File: src/rtl/sflash_pkg.sv
// Shared types for the serial flash command front end.
package sflash_pkg;

    typedef enum logic [3:0] {
        K_BAD    = 4'd0,
        K_WREN   = 4'd1,
        K_WRDI   = 4'd2,
        K_WRSR   = 4'd3,
        K_SERASE = 4'd4,
        K_BERASE = 4'd5,
        K_CERASE = 4'd6,
        K_PPROG  = 4'd7,
        K_PDOWN  = 4'd8,
        K_WAKE   = 4'd9,
        K_RDID   = 4'd10,
        K_RDSR   = 4'd11,
        K_READ   = 4'd12,
        K_FREAD  = 4'd13
    } cmd_kind_e;

    // Minimum number of whole bytes a modifying command needs.
    function automatic logic [2:0] min_len(cmd_kind_e k);
        case (k)
            K_WRSR:                     return 3'd2;
            K_SERASE, K_BERASE:         return 3'd4;
            K_PPROG:                    return 3'd5;
            default:                    return 3'd1;
        endcase
    endfunction

    // True for commands that are executed at chip-select release.
    function automatic logic is_modify(cmd_kind_e k);
        return (k >= K_WREN) && (k <= K_WAKE);
    endfunction

endpackage

File: src/rtl/sflash_sync.sv
// Multi-stage synchronizer for a vector of asynchronous inputs.
// Assumes STAGES >= 2; each bit is synchronized independently.
module sflash_sync #(
    parameter int              WIDTH   = 3,
    parameter int              STAGES  = 2,
    parameter logic [WIDTH-1:0] RST_VAL = '0
) (
    input  logic             clk,
    input  logic             rst_n,
    input  logic [WIDTH-1:0] d,
    output logic [WIDTH-1:0] q
);
    logic [STAGES-1:0][WIDTH-1:0] stg;

    // Shift the inputs through the flop chain.
    always_ff @(posedge clk) begin
        if (!rst_n) begin
            for (int i = 0; i < STAGES; i++) stg[i] <= RST_VAL;
        end else begin
            stg[0] <= d;
            for (int i = 1; i < STAGES; i++) stg[i] <= stg[i-1];
        end
    end

    assign q = stg[STAGES-1];
endmodule

File: src/rtl/sflash_opdec.sv
// Opcode decoder: maps a received opcode byte onto a command kind.
// Any code outside the command set decodes to K_BAD.
module sflash_opdec
    import sflash_pkg::*;
(
    input  logic [7:0] op_byte,
    output cmd_kind_e  kind
);
    // Combinational opcode lookup.
    always_comb begin
        case (op_byte)
            8'h06:        kind = K_WREN;
            8'h04:        kind = K_WRDI;
            8'h01:        kind = K_WRSR;
            8'h20:        kind = K_SERASE;
            8'h52, 8'hD8: kind = K_BERASE;
            8'h60, 8'hC7: kind = K_CERASE;
            8'h02:        kind = K_PPROG;
            8'hB9:        kind = K_PDOWN;
            8'hAB:        kind = K_WAKE;
            8'h9F:        kind = K_RDID;
            8'h05:        kind = K_RDSR;
            8'h03:        kind = K_READ;
            8'h0B:        kind = K_FREAD;
            default:      kind = K_BAD;
        endcase
    end
endmodule

File: src/rtl/sflash_tx.sv
// Output shifter: loads a byte, presents its MSB, shifts left on request.
// The output enable rises on the first load and clears with clr.
module sflash_tx (
    input  logic       clk,
    input  logic       rst_n,
    input  logic       clr,
    input  logic       load,
    input  logic [7:0] din,
    input  logic       shift,
    output logic       so,
    output logic       oe
);
    logic [7:0] sh;

    // Load, shift or clear the output byte.
    always_ff @(posedge clk) begin
        if (!rst_n || clr) begin
            sh <= '0;
            oe <= 1'b0;
        end else if (load) begin
            sh <= din;
            oe <= 1'b1;
        end else if (shift && oe) begin
            sh <= {sh[6:0], 1'b0};
        end
    end

    assign so = oe & sh[7];
endmodule

File: src/rtl/sflash_cmd_front.sv
// Serial flash command front end. Oversamples the SPI pins, frames
// opcode/address/dummy/data bytes, issues execute and page strobes and
// shifts read, ID and status bytes out. Assumes clk >= 4x serial clock,
// MEM_BYTES and PAGE_BYTES powers of two, PAGE_BYTES <= 256.
module sflash_cmd_front
    import sflash_pkg::*;
#(
    parameter int         MEM_BYTES   = 131072,
    parameter int         PAGE_BYTES  = 32,
    parameter int         SYNC_STAGES = 2,
    parameter logic [7:0] MFR_ID      = 8'hC2,
    parameter logic [7:0] TYPE_ID     = 8'h22,
    parameter logic [7:0] DENS_ID     = 8'h11
) (
    input  logic                            clk,
    input  logic                            rst_n,
    input  logic                            spi_cs_n,
    input  logic                            spi_sclk,
    input  logic                            spi_si,
    output logic                            spi_so,
    output logic                            spi_so_oe,
    output logic                            exec_valid,
    output logic [3:0]                      exec_op,
    output logic [23:0]                     exec_addr,
    output logic [7:0]                      exec_data,
    output logic                            pg_we,
    output logic [$clog2(PAGE_BYTES)-1:0]   pg_idx,
    output logic [7:0]                      pg_byte,
    output logic [$clog2(MEM_BYTES)-1:0]    rd_addr,
    input  logic [7:0]                      rd_data,
    input  logic [7:0]                      st_byte
);
    localparam int AW = $clog2(MEM_BYTES);
    localparam int PW = $clog2(PAGE_BYTES);

    logic [2:0]    sync_q;
    logic          cs_s, sclk_s, si_s, cs_d, sclk_d;
    logic          cs_fall, cs_rise, sck_rise, sck_fall;
    logic [2:0]    bit_cnt, nbytes;
    logic [6:0]    sh_in;
    logic [7:0]    byte_in;
    logic          byte_done, ign_q, live;
    cmd_kind_e     kind_q, kind_now;
    logic [23:0]   addr_q, addr_nx;
    logic [7:0]    wsr_q;
    logic [PW-1:0] wptr;
    logic [1:0]    id_sel;
    logic          tx_load, tx_shift, rd_load;
    logic [7:0]    tx_din, id_byte;

    sflash_sync #(.WIDTH(3), .STAGES(SYNC_STAGES), .RST_VAL(3'b001)) u_sync (
        .clk(clk), .rst_n(rst_n),
        .d({spi_si, spi_sclk, spi_cs_n}), .q(sync_q)
    );
    assign cs_s   = sync_q[0];
    assign sclk_s = sync_q[1];
    assign si_s   = sync_q[2];

    // Delay synchronized levels for edge detection.
    always_ff @(posedge clk) begin
        if (!rst_n) begin
            cs_d   <= 1'b1;
            sclk_d <= 1'b0;
        end else begin
            cs_d   <= cs_s;
            sclk_d <= sclk_s;
        end
    end

    assign cs_fall   = cs_d & ~cs_s;
    assign cs_rise   = ~cs_d & cs_s;
    assign sck_rise  = ~sclk_d & sclk_s & ~cs_s;
    assign sck_fall  = sclk_d & ~sclk_s & ~cs_s;
    assign live      = ~ign_q;
    assign byte_in   = {sh_in, si_s};
    assign byte_done = sck_rise & live & (bit_cnt == 3'd7);
    assign addr_nx   = {addr_q[15:0], byte_in};

    sflash_opdec u_dec (.op_byte(byte_in), .kind(kind_now));

    // Bit and byte framing, opcode capture and the ignore state.
    always_ff @(posedge clk) begin
        if (!rst_n) begin
            bit_cnt <= '0;
            nbytes  <= '0;
            sh_in   <= '0;
            ign_q   <= 1'b0;
            kind_q  <= K_BAD;
        end else if (cs_fall) begin
            bit_cnt <= '0;
            nbytes  <= '0;
            ign_q   <= 1'b0;
        end else if (sck_rise && live) begin
            bit_cnt <= bit_cnt + 3'd1;
            sh_in   <= byte_in[6:0];
            if (bit_cnt == 3'd7) begin
                if (nbytes != 3'd7) nbytes <= nbytes + 3'd1;
                if (nbytes == 3'd0) begin
                    kind_q <= kind_now;
                    ign_q  <= (kind_now == K_BAD);
                end
            end
        end
    end

    // Address, status-write byte and page pointer capture.
    always_ff @(posedge clk) begin
        if (!rst_n) begin
            addr_q <= '0;
            wsr_q  <= '0;
            wptr   <= '0;
        end else if (byte_done) begin
            if (nbytes >= 3'd1 && nbytes <= 3'd3) addr_q <= addr_nx;
            if (nbytes == 3'd1) wsr_q <= byte_in;
            if (nbytes == 3'd3) wptr <= byte_in[PW-1:0];
            else if (kind_q == K_PPROG && nbytes >= 3'd4) wptr <= wptr + 1'b1;
        end
    end

    // Page data strobes, one per complete data byte.
    always_ff @(posedge clk) begin
        if (!rst_n) begin
            pg_we   <= 1'b0;
            pg_idx  <= '0;
            pg_byte <= '0;
        end else begin
            pg_we <= byte_done && (kind_q == K_PPROG) && (nbytes >= 3'd4);
            if (byte_done) begin
                pg_idx  <= wptr;
                pg_byte <= byte_in;
            end
        end
    end

    // Choose the next output byte and whether to load it on this fall.
    always_comb begin
        id_byte = (id_sel == 2'd0) ? MFR_ID : (id_sel == 2'd1) ? TYPE_ID : DENS_ID;
        tx_din  = 8'h00;
        tx_load = 1'b0;
        rd_load = 1'b0;
        if (sck_fall && live && bit_cnt == 3'd0 && nbytes != 3'd0) begin
            case (kind_q)
                K_RDID:  begin tx_load = 1'b1; tx_din = id_byte; end
                K_RDSR:  begin tx_load = 1'b1; tx_din = st_byte; end
                K_READ:  begin rd_load = (nbytes >= 3'd4); tx_load = rd_load; tx_din = rd_data; end
                K_FREAD: begin rd_load = (nbytes >= 3'd5); tx_load = rd_load; tx_din = rd_data; end
                default: ;
            endcase
        end
        tx_shift = sck_fall && live && (bit_cnt != 3'd0);
    end

    // Read pointer and ID byte sequencing.
    always_ff @(posedge clk) begin
        if (!rst_n) begin
            rd_addr <= '0;
            id_sel  <= '0;
        end else begin
            if (cs_fall) id_sel <= '0;
            else if (tx_load && kind_q == K_RDID) id_sel <= (id_sel == 2'd2) ? 2'd0 : id_sel + 2'd1;
            if (byte_done && nbytes == 3'd3) rd_addr <= addr_nx[AW-1:0];
            else if (rd_load) rd_addr <= rd_addr + 1'b1;
        end
    end

    // Execute decision at chip-select release.
    always_ff @(posedge clk) begin
        if (!rst_n) begin
            exec_valid <= 1'b0;
            exec_op    <= '0;
            exec_addr  <= '0;
            exec_data  <= '0;
        end else begin
            exec_valid <= 1'b0;
            if (cs_rise && live && bit_cnt == 3'd0 && is_modify(kind_q)
                && nbytes >= min_len(kind_q)) begin
                exec_valid <= 1'b1;
                exec_op    <= kind_q;
                exec_addr  <= addr_q;
                exec_data  <= wsr_q;
            end
        end
    end

    sflash_tx u_tx (
        .clk(clk), .rst_n(rst_n), .clr(cs_s), .load(tx_load), .din(tx_din),
        .shift(tx_shift), .so(spi_so), .oe(spi_so_oe)
    );
endmodule

File: config.mk
export PLATFORM = sky130hd
export DESIGN_NAME = sflash_cmd_front
export DESIGN_NICKNAME = d
export VERILOG_FILES = /design/src/rtl/sflash_pkg.sv /design/src/rtl/sflash_sync.sv /design/src/rtl/sflash_opdec.sv /design/src/rtl/sflash_tx.sv /design/src/rtl/sflash_cmd_front.sv
export SDC_FILE = /design/constraint.sdc
export NUM_CORES = 1
export LEC_CHECK = 0
export BUFFER_PORTS_ARGS = -buffer_cell sky130_fd_sc_hd__buf_2
export CAP_MARGIN = 10
export CORE_ASPECT_RATIO = 1.5
export CORE_MARGIN = 1
export CORE_UTILIZATION = 55
export CTS_BUF_LIST = sky130_fd_sc_hd__clkbuf_8
export DETAILED_ROUTE_END_ITERATION = 10
export GPL_ROUTABILITY_DRIVEN = 0
export GPL_TIMING_DRIVEN = 0
export HOLD_SLACK_MARGIN = 0.15
export PLACE_DENSITY_LB_ADDON = 0.08
export SYNTH_ARGS = -nofsm -noshare
export SYNTH_HDL_FRONTEND = slang
export SYNTH_SLANG_ARGS = --single-unit
File: constraint.sdc
create_clock -name clk -period 2.42 [get_ports clk]
set_input_delay 0.242 -clock clk [delete_from_list [all_inputs] [get_ports clk]]
set_output_delay 0.242 -clock clk [all_outputs]
set_load 0.02 [all_outputs]
Word level (Yosys, flattened, before mapping)
Index checks and enable logic that the tools add are counted.
Widths: inputs -> output; s select.
{"block": "classes", "add_sub_neg": 5, "n_mul": 0, "div_mod_pow": 0, "n_lt_le_gt_ge": 7, "eq_ne": 29, "shift": 0, "n_mux": 19, "n_bitwise": 16, "reduce_logical": 41}
{"op": "$pmux 4 s13", "count": 1}
{"op": "$eq 8x8->1 const B", "count": 5}
{"op": "$mux 17", "count": 2}
{"op": "$mux 8", "count": 4}
{"op": "$eq 8x3->1 const B", "count": 3}
{"op": "$pmux 8 s3", "count": 1}
{"op": "$add 17x1->17 const B", "count": 1}
{"op": "$logic_and 1x1->1", "count": 17}
{"op": "$eq 4x4->1 const B", "count": 4}
{"op": "$eq 8x2->1 const B", "count": 2}
{"op": "$eq 8x7->1 const B", "count": 2}
{"op": "$eq 4x3->1 const B", "count": 3}
{"op": "$reduce_or 2->1", "count": 6}
{"op": "$mux 5", "count": 2}
{"op": "$and 1x1->1", "count": 9}
{"op": "$pmux 3 s3", "count": 1}
{"op": "$eq 8x1->1 const B", "count": 1}
{"op": "$eq 8x4->1 const B", "count": 1}
{"op": "$eq 8x6->1 const B", "count": 1}
{"op": "$reduce_and 2->1", "count": 4}
{"op": "$not 1->1", "count": 7}
{"op": "$add 3x1->3 const B", "count": 2}
{"op": "$ge 3x3->1 const B", "count": 2}
{"op": "$logic_not 3->1", "count": 2}
{"op": "other kinds (28)", "count": 34}
{"block": "word_totals", "reg_bits": 142, "latchBits": 0, "ramBits": 0, "rom_bits": 0, "inputBits": 21, "out_inout_bits": 70, "word_cells": 140, "mem_count": 0}

Logic depth before layout (Yosys ltp)
Gate-level depths: netlist of run 1.
{"block": "depth", "word_depth": 9, "ltp_mapped": 12, "ltp_nobuf": 9}

By module
Synthesis of run 1 repeated with hierarchy kept, for this count alone.
{"block": "unflattened", "cells_unflattened": 733, "hier_area_um2": 6488.7}
{"module": "sflash_cmd_front", "instances": 1, "cells_each": 631, "area_each_um2": 5596.6, "seq_area_each_um2": 2542.4}
{"module": "sflash_tx", "instances": 1, "cells_each": 47, "area_each_um2": 407.9, "seq_area_each_um2": 180.2}
{"module": "sflash_opdec", "instances": 1, "cells_each": 40, "area_each_um2": 304.0, "seq_area_each_um2": 0.0}
{"module": "sflash_sync", "instances": 1, "cells_each": 15, "area_each_um2": 180.2, "seq_area_each_um2": 120.1}

Worst setup path before layout of run 1
Ideal clock, no wire load.
{"block": "synth_path", "kind": "reg-to-reg", "startpoint": "register kind_q[1]", "endpoint": "register exec_addr[20]", "setup_time_ns": 0.070, "t_arrival_ns": 2.146, "required_time_ns": 2.350, "setup_slack_ns": 0.203, "stages_incl_launch_ff": 12, "path_buffers": 2, "synth_period_minus_slack_ns": 2.217, "cell_sequence": "dfxtp_1 buf_2 nand2_1 mux2i_1 nand2b_1 ha_1 nand2b_1 a21o_1 a21oi_1 clkbuf_1 o21ai_1 a21oi_1"}
{"block": "synth_between", "elab_chain_cells": 6, "elab_cells_between_ends": 13, "classes_between": "3 x order compare; 4 x eq/ne; 2 x mux; 4 x reduce/logical"}
{"item": "start: declaration", "line_no": "sflash_cmd_front.sv:43", "text": "cmd_kind_e kind_q, kind_now;"}
{"item": "start signal: assignment", "line_no": "sflash_cmd_front.sv:99", "text": "kind_q <= kind_now;"}
{"item": "$eq 4x3->1", "line_no": "sflash_pkg.sv:23", "text": "case (k)"}
{"item": "$reduce_or 2->1", "line_no": "sflash_pkg.sv:23"}
{"item": "$pmux 3 s3", "line_no": "sflash_pkg.sv:23"}
{"item": "$mux 3", "line_no": "sflash_cmd_front.sv:168", "text": "if (!rst_n) begin"}
{"item": "$ge 3x3->1", "line_no": "sflash_cmd_front.sv:176", "text": "&& nbytes >= min_len(kind_q)) begin"}
{"item": "$logic_and 1x1->1 *", "line_no": "sflash_cmd_front.sv:176"}
{"item": "end signal: assignment", "line_no": "sflash_cmd_front.sv:179", "text": "exec_addr <= addr_q;"}
{"item": "end: declaration", "line_no": "sflash_cmd_front.sv:24", "text": "output logic [23:0] exec_addr,"}
Mark *: on every way between the ends. The rest lies on a longest branch, timed or not. The select of a mux whose other input is x is not followed.
A chain may end at the register's enable or synchronous reset.

Worst setup path after layout of run 1
{"block": "layout_path", "startpoint": "register kind_q[1]", "endpoint": "register exec_addr[22]"}
Same word-level chain as after synthesis.

==> run_results.csv, run 1 <==
group,metric,value,unit
floorplanning,start_util,0.570,
synthesis,synth-edff-count,0,
floorplanning,dieWidth,89.6,um
synthesis,synth-main-ff-cell,"dfxtp_1",
detailed_routing,first_iter_violations,374,
global_routing,grt_pass1_vias,5725,
timing,hold_viol,0,
global_routing,grt_start_max_net_pins,17,
synthesis,ys_ff_latch,142,
worst_setup_path,worst_setup_path_start_kind,"register",
worst_setup_path,rrSetupSlack,0.12,ns
timing,tightest_slew,0.674,ns
worst_setup_path,cp_max_fo,10,
timing,drv_slew,0,
layout,drive_gt1_frac,0.177,
worst_setup_path,crit_start,"kind_q[1]",
clock_network,clock_sinks,142,
clock_network,clkTransAtPathRegs,0.08,ns
worst_setup_path,reg2reg_from,"kind_q[1]",
timing,setup_violations,0,
min_path,min_to,"u_tx.sh[4]",
timing,relSlewSlack,0.550,
synthesis,yosysSeqAreaShare,0.449,
global_routing,track_usage,0.306,
min_path,min_from,"rd_data[4]",
timing,timing.hold.ws,0.148,ns
synthesis,syn_nets,803,
synthesis,synthDistinctLibCells,55,
placement,place_inst,1006,
clock_network,clockBufferDepth,2,
floorplanning,coreArea,0.0111,mm2
global_routing,antenna_found_initial,0,
pwr,finalPower,4.47,mW
detailed_routing,ant_nets,0,
synthesis,syn_area_per_cell,8.24,um2
layout,antenna_cells,0,
detailed_routing,drt-vias-per-instance,5.87,
detailed_routing,wl,17.9,mm
detailed_routing,dr.pass1.iters,5,
timing,max_freq,435,MHz
synthesis,synth-async-reset-ratio,0,
detailed_routing,vias,6132,
floorplanning,ios,91,
synthesis,ys_warn_count,0,
min_path,hold_depth,3,
layout,nNetsFinal,919,
clock_network,htree_levels,4,
layout,fin_cells,1045,
timing,period_needed,2.30,ns
flow_run,cap_violations,0,
timing,setup_slack,0.124,ns
global_routing,grt_pass1_wl,27.9,mm
worst_setup_path,cp_data_arrival_time,2.61,ns
clock_network,tritoncts,"built",
floorplanning,die-area,0.0120,mm2
worst_setup_path,worstPathRequired,2.73,ns
timing,finalSetupTns,0,ns
detailed_routing,wl_per_cell,17.2,um
floorplanning,die_h,133,um
placement,port_buffers,90,
min_path,hold_class,"in -> reg",
layout,num-fill-cells,975,
clock_network,cts_root_buffer,"clkbuf_8",
worst_setup_path,end_kind,"register",
worst_setup_path,criticalPathCategory,"reg -> reg",
floorplanning,num_rows,47,
timing,fin_worst_skew,0.0125,ns
worst_setup_path,r2r-end,"exec_addr[22]",
outcome,status,"finished clean",
pwr,leakage,2.96,nW
detailed_routing,drc,0,
timing,fin_crit_sh,0.949,
synthesis,synthesis.area,0.00633,mm2
clock_network,clk-insertion-delay-late,0.45,ns
placement,dpl.hpwl,12.8,mm
placement,dpl_worst_slack,-0.601,ns
layout,area_delta_synth_final,18.1,%
synthesis,synthCells,769,
pwr,ir_drop,0.000443,V
worst_setup_path,reg2reg_depth,11,
clock_network,numCtsBuffers,17,
global_routing,overflow,0,
pwr,powerDensity,598,mW/mm2
==> final cells by class <==
cell class                      count  area [um2]  share of cell area
Inverter                           15        56.3             0.00753
Multi-Input combinational cell    552        3180               0.425
Buffer                             59         278              0.0371
Sequential cell                   142        2840               0.380
Timing Repair Buffer               98         518              0.0693
Tap cell                          147         184              0.0246
Clock inverter                     14         175              0.0234
Clock buffer                       18         248              0.0331
==> cells in the final DEF (no fill, tap or decap), types with 7 or more instances in the layout <==
master | netlist | routed
nor3_1 | 8 | 8
nand2_1 | 100 | 100
ha_1 | 13 | 13
nor2_1 | 54 | 54
nand4_1 | 13 | 13
xor2_1 | 9 | 9
inv_1 | 14 | 16
and2_1 | 9 | 9
o21ai_0 | 48 | 48
nand2b_1 | 7 | 7
clkbuf_8 | 0 | 18
buf_2 | 12 | 105
buf_4 | 4 | 9
mux2i_1 | 26 | 26
nand3_1 | 55 | 55
a21oi_1 | 104 | 103
clkbuf_1 | 40 | 32
dfxtp_1 | 142 | 142
nor2b_1 | 9 | 9
a211oi_1 | 11 | 11
o21ai_1 | 12 | 12
==> registers in the layout, indices dropped and copies added, names as in the netlist <==
register	count
wsr_q	8
id_sel	2
pg_idx	5
kind_q	4
rd_addr	17
wptr	5
u_sync.q	3
exec_op	4
ign_q	1
sh_in	7
cs_d	1
addr_q	24
pg_byte	8
u_tx.sh	8
nbytes	3
bit_cnt	3
u_sync.stg	3
exec_data	8
pg_we	1
u_tx.oe	1
sclk_d	1
exec_valid	1
exec_addr	24
==> stage by stage <==
| stage | utilization | area, um2 |
|---|---|---|
| after floorplan | - | 6330 |
| after global placement | 0.627 | 6970 |
| after detailed placement | 0.627 | 6970 |
| after CTS | 0.672 | 7470 |
| after global routing | 0.673 | 7480 |
| final | 0.673 | 7480 |
==> routing by layer <==
metal  GRT usage  up-vias  part of all wire
met5           0        -                 0
met4       0.178        0             0.048
met3      0.0545       55             0.053
met2       0.515      232              0.50
met1       0.354     2900              0.40
li1            -     2945                 -
==> power breakdown <==
group | switching, mW | total (mW) | internal [mW]
Combinational | 0.0627 | 0.0927 | 0.0301
Clock | 0.905 | 2.04 | 1.13
Sequential | 0.00548 | 2.35 | 2.34
Total | 0.973 | 4.47 | 3.50
==> Yosys cell counts, types with 5 or more instances <==
cell	number	share of area
nor2b_1	9	0.0089
clkbuf_1	40	0.024
nor3_1	8	0.0063
a211oi_1	11	0.013
ha_1	13	0.026
o21ai_1	12	0.0095
buf_2	12	0.0095
nand3_1	55	0.043
xor2_1	9	0.012
nand4_1	13	0.013
and2_1	9	0.0089
dfxtp_1	142	0.45
inv_1	14	0.0083
nand2b_1	7	0.0069
o211ai_1	5	0.0059
nand2_1	100	0.059
and3_1	6	0.0059
and4_1	5	0.0069
mux2i_1	26	0.041
a21oi_1	104	0.082
o21ai_0	48	0.038
nor2_1	54	0.032
==> worst max path at each step <==
| stage | endpoint | slack, ns | cells past startpoint |
|---|---|---|---|
| 2_1_floorplan | exec_addr[20] | 0.20 | 11 |
| 3_3_place_gp | exec_addr[20] | -0.47 | 8 |
| 3_5_place_dp | exec_addr[18] | -0.60 | 8 |
| 4_1_cts | exec_addr[2] | 0.04 | 11 |
| 5_1_grt | exec_op[2] | -0.0004 | 11 |
| 6_report | exec_addr[22] | 0.12 | 11 |
==> critical path, cell delays in order (launching register included) <==
cell	delay [ns]
dfxtp_1	0.31
buf_2	0.20
nand2_1	0.10
mux2i_1	0.14
nand2b_1	0.08
ha_1	0.26
nand2b_1	0.14
a21o_1	0.22
a21o_2	0.32
buf_2	0.22
nand3_1	0.11
a21oi_1	0.07
==> kinds of logic (layout without fill, tap and decap cells) <==
family	count (synthesis)	count (layout)	synth area share
flip-flops	142	142	0.449
AND/OR/NAND/NOR	295	295	0.233
XOR/XNOR	12	12	0.0166
multiplexers	27	27	0.0429
AO/OA/AOI/OAI	205	205	0.181
buffers and inverters	75	204	0.0515
adder cells (fa/ha/maj)	13	13	0.0257
==> repair_timing <==
action                                  4_1_cts  5_1_grt
gates resized for setup                       7       11
endpoints found under the setup margin       38       32
hold endpoints to repair                      3        0
setup buffers                                 5        0
pin swaps                                     2        1
hold buffers                                  3        0
Power figures use the tool's default switching activity.
==> run 2: changes to the inputs <==
--- a/config.mk
+++ b/config.mk
@@ -10,7 +10,8 @@
 export CORE_ASPECT_RATIO = 1.5
 export CORE_MARGIN = 1
 export CORE_UTILIZATION = 55
-export CTS_BUF_LIST = sky130_fd_sc_hd__clkbuf_8
+export CTS_BUF_LIST = sky130_fd_sc_hd__clkbuf_16
+export CTS_CLUSTER_SIZE = 24
 export DETAILED_ROUTE_END_ITERATION = 10
 export GPL_ROUTABILITY_DRIVEN = 0
 export GPL_TIMING_DRIVEN = 0
==> run_results.csv, run 2 (synthesized netlist as in run 1, its figures left out) <==
group,metric,value,unit
floorplanning,dieWidth,89.6,um
detailed_routing,first_iter_violations,446,
placement,dpl_worst_slack,-0.601,ns
worst_setup_path,rrSetupSlack,0.11,ns
clock_network,clk-insertion-delay-late,0.41,ns
timing,fin_crit_sh,0.953,
layout,fin_area,0.00769,mm2
clock_network,htree_levels,4,
floorplanning,start_util,0.570,
pwr,finalPower,5.11,mW
layout,fin_util,0.692,
worst_setup_path,worstPathRequired,2.69,ns
detailed_routing,ant_nets,0,
floorplanning,die_h,133,um
timing,finalSetupTns,0,ns
layout,layout_commonest_cell,"dfxtp_1",
global_routing,grt_start_max_net_pins,17,
pwr,ir_drop,0.000520,V
detailed_routing,dr.pass1.iters,5,
worst_setup_path,reg2reg_depth,11,
clock_network,clock_sinks,142,
min_path,hold_class,"in -> reg",
global_routing,antenna_found_initial,0,
pwr,leakage,3.06,nW
clock_network,tritoncts,"built",
timing,fin_worst_skew,0.00553,ns
timing,max_freq,434,MHz
worst_setup_path,criticalPathCategory,"reg -> reg",
detailed_routing,wl_per_cell,17.1,um
clock_network,clkTransAtPathRegs,0.06,ns
worst_setup_path,end_kind,"register",
global_routing,overflow,0,
layout,antenna_cells,0,
worst_setup_path,cp_max_fo,10,
timing,timing.hold.ws,0.190,ns
clock_network,numCtsBuffers,17,
worst_setup_path,reg2reg_from,"kind_q[1]",
floorplanning,die-area,0.0120,mm2
timing,setup_slack,0.114,ns
timing,period_needed,2.31,ns
timing,drv_slew,0,
layout,area_delta_synth_final,21.4,%
timing,hold_viol,0,
placement,place_inst,1006,
floorplanning,ios,91,
global_routing,grt_pass1_wl,28.2,mm
global_routing,grt_pass1_vias,5827,
timing,setup_violations,0,
global_routing,track_usage,0.308,
layout,nNetsFinal,923,
outcome,status,"finished clean",
detailed_routing,wl,18.0,mm
detailed_routing,vias,6173,
floorplanning,coreArea,0.0111,mm2
placement,placed_area,0.00697,mm2
worst_setup_path,r2r-end,"exec_addr[22]",
layout,top_regs,"addr_q x24, exec_addr x24, rd_addr x17",
clock_network,cts_root_buffer,"clkbuf_16",
worst_setup_path,crit_start,"kind_q[1]",
placement,port_buffers,90,
flow_run,cap_violations,0,
layout,drive_gt1_frac,0.180,
timing,relSlewSlack,0.546,
floorplanning,num_rows,47,
worst_setup_path,cp_data_arrival_time,2.58,ns
placement,dpl.hpwl,12.8,mm
detailed_routing,drt-vias-per-instance,5.88,
detailed_routing,drc,0,
timing,tightest_slew,0.680,ns
worst_setup_path,worst_setup_path_start_kind,"register",
worst_setup_path,endpoint,"exec_addr[22]",
layout,fin_cells,1049,
layout,mostFrequentLayoutCells,"dfxtp_1, a21oi_1, buf_2, nand2_1, nand3_1",
pwr,powerDensity,665,mW/mm2
clock_network,clockBufferDepth,2,
==> run 2: cell types whose count changed in the layout (fill, tap and decap cells not counted), sizes merged <==
cell / delta
clkinv: +1
buf: +2
clkbuf: +1
==> run 2: routing by layer <==
layer,wire [um],up-vias,global-route usage
met3,953,70,0.0551
li1,-,2956,-
met2,8830,249,0.516
met1,7160,2898,0.356
met5,0,-,0
met4,1040,0,0.187
==> run 2: worst min path at each step <==
stage                        from            end  cells after the start
global route           rd_data[4]     u_tx.sh[4]                      3
global placement    u_sync.stg[0]    u_sync.q[0]                      1
detailed placement  u_sync.stg[0]    u_sync.q[0]                      1
finish                 rd_data[4]     u_tx.sh[4]                      3
floorplan                spi_cs_n  u_sync.stg[0]                      1
CTS                    rd_data[4]     u_tx.sh[4]                      3
==> run 2: critical path, stage by stage (launching register included) <==
cell	delay (ns)
dfxtp_1	0.31
clkbuf_4	0.19
nand2_1	0.09
mux2i_1	0.15
nand2b_1	0.08
ha_1	0.26
nand2b_1	0.14
a21o_1	0.22
a21o_2	0.33
buf_2	0.22
nand3_1	0.11
a21oi_1	0.07
==> run 2: report_power, final <==
part	internal (mW)	total (mW)	switching (mW)
Clock	1.70	2.67	0.970
Combinational	0.0305	0.0940	0.0635
Sequential	2.34	2.35	0.00526
Total	4.08	5.11	1.04
==> run 2: final cells by class <==
cell class / count / area [um2]
clock buffers: 17 / 425
repair buffers: 102 / 548
clock inverters: 15 / 179
flip-flops and latches: 142 / 2840
multi-input cells: 552 / 3180
well taps: 147 / 184
inverters: 15 / 56.3
plain buffers: 59 / 280
fillers: 930 / 3420
==> run 2: what timing repair did <==
action	CTS	global route
setup buffers	3	6
pin swaps	2	2
hold buffers	3	0
endpoints found under the hold margin	3	0
gates resized for setup	8	9
endpoints found under the setup margin	38	50
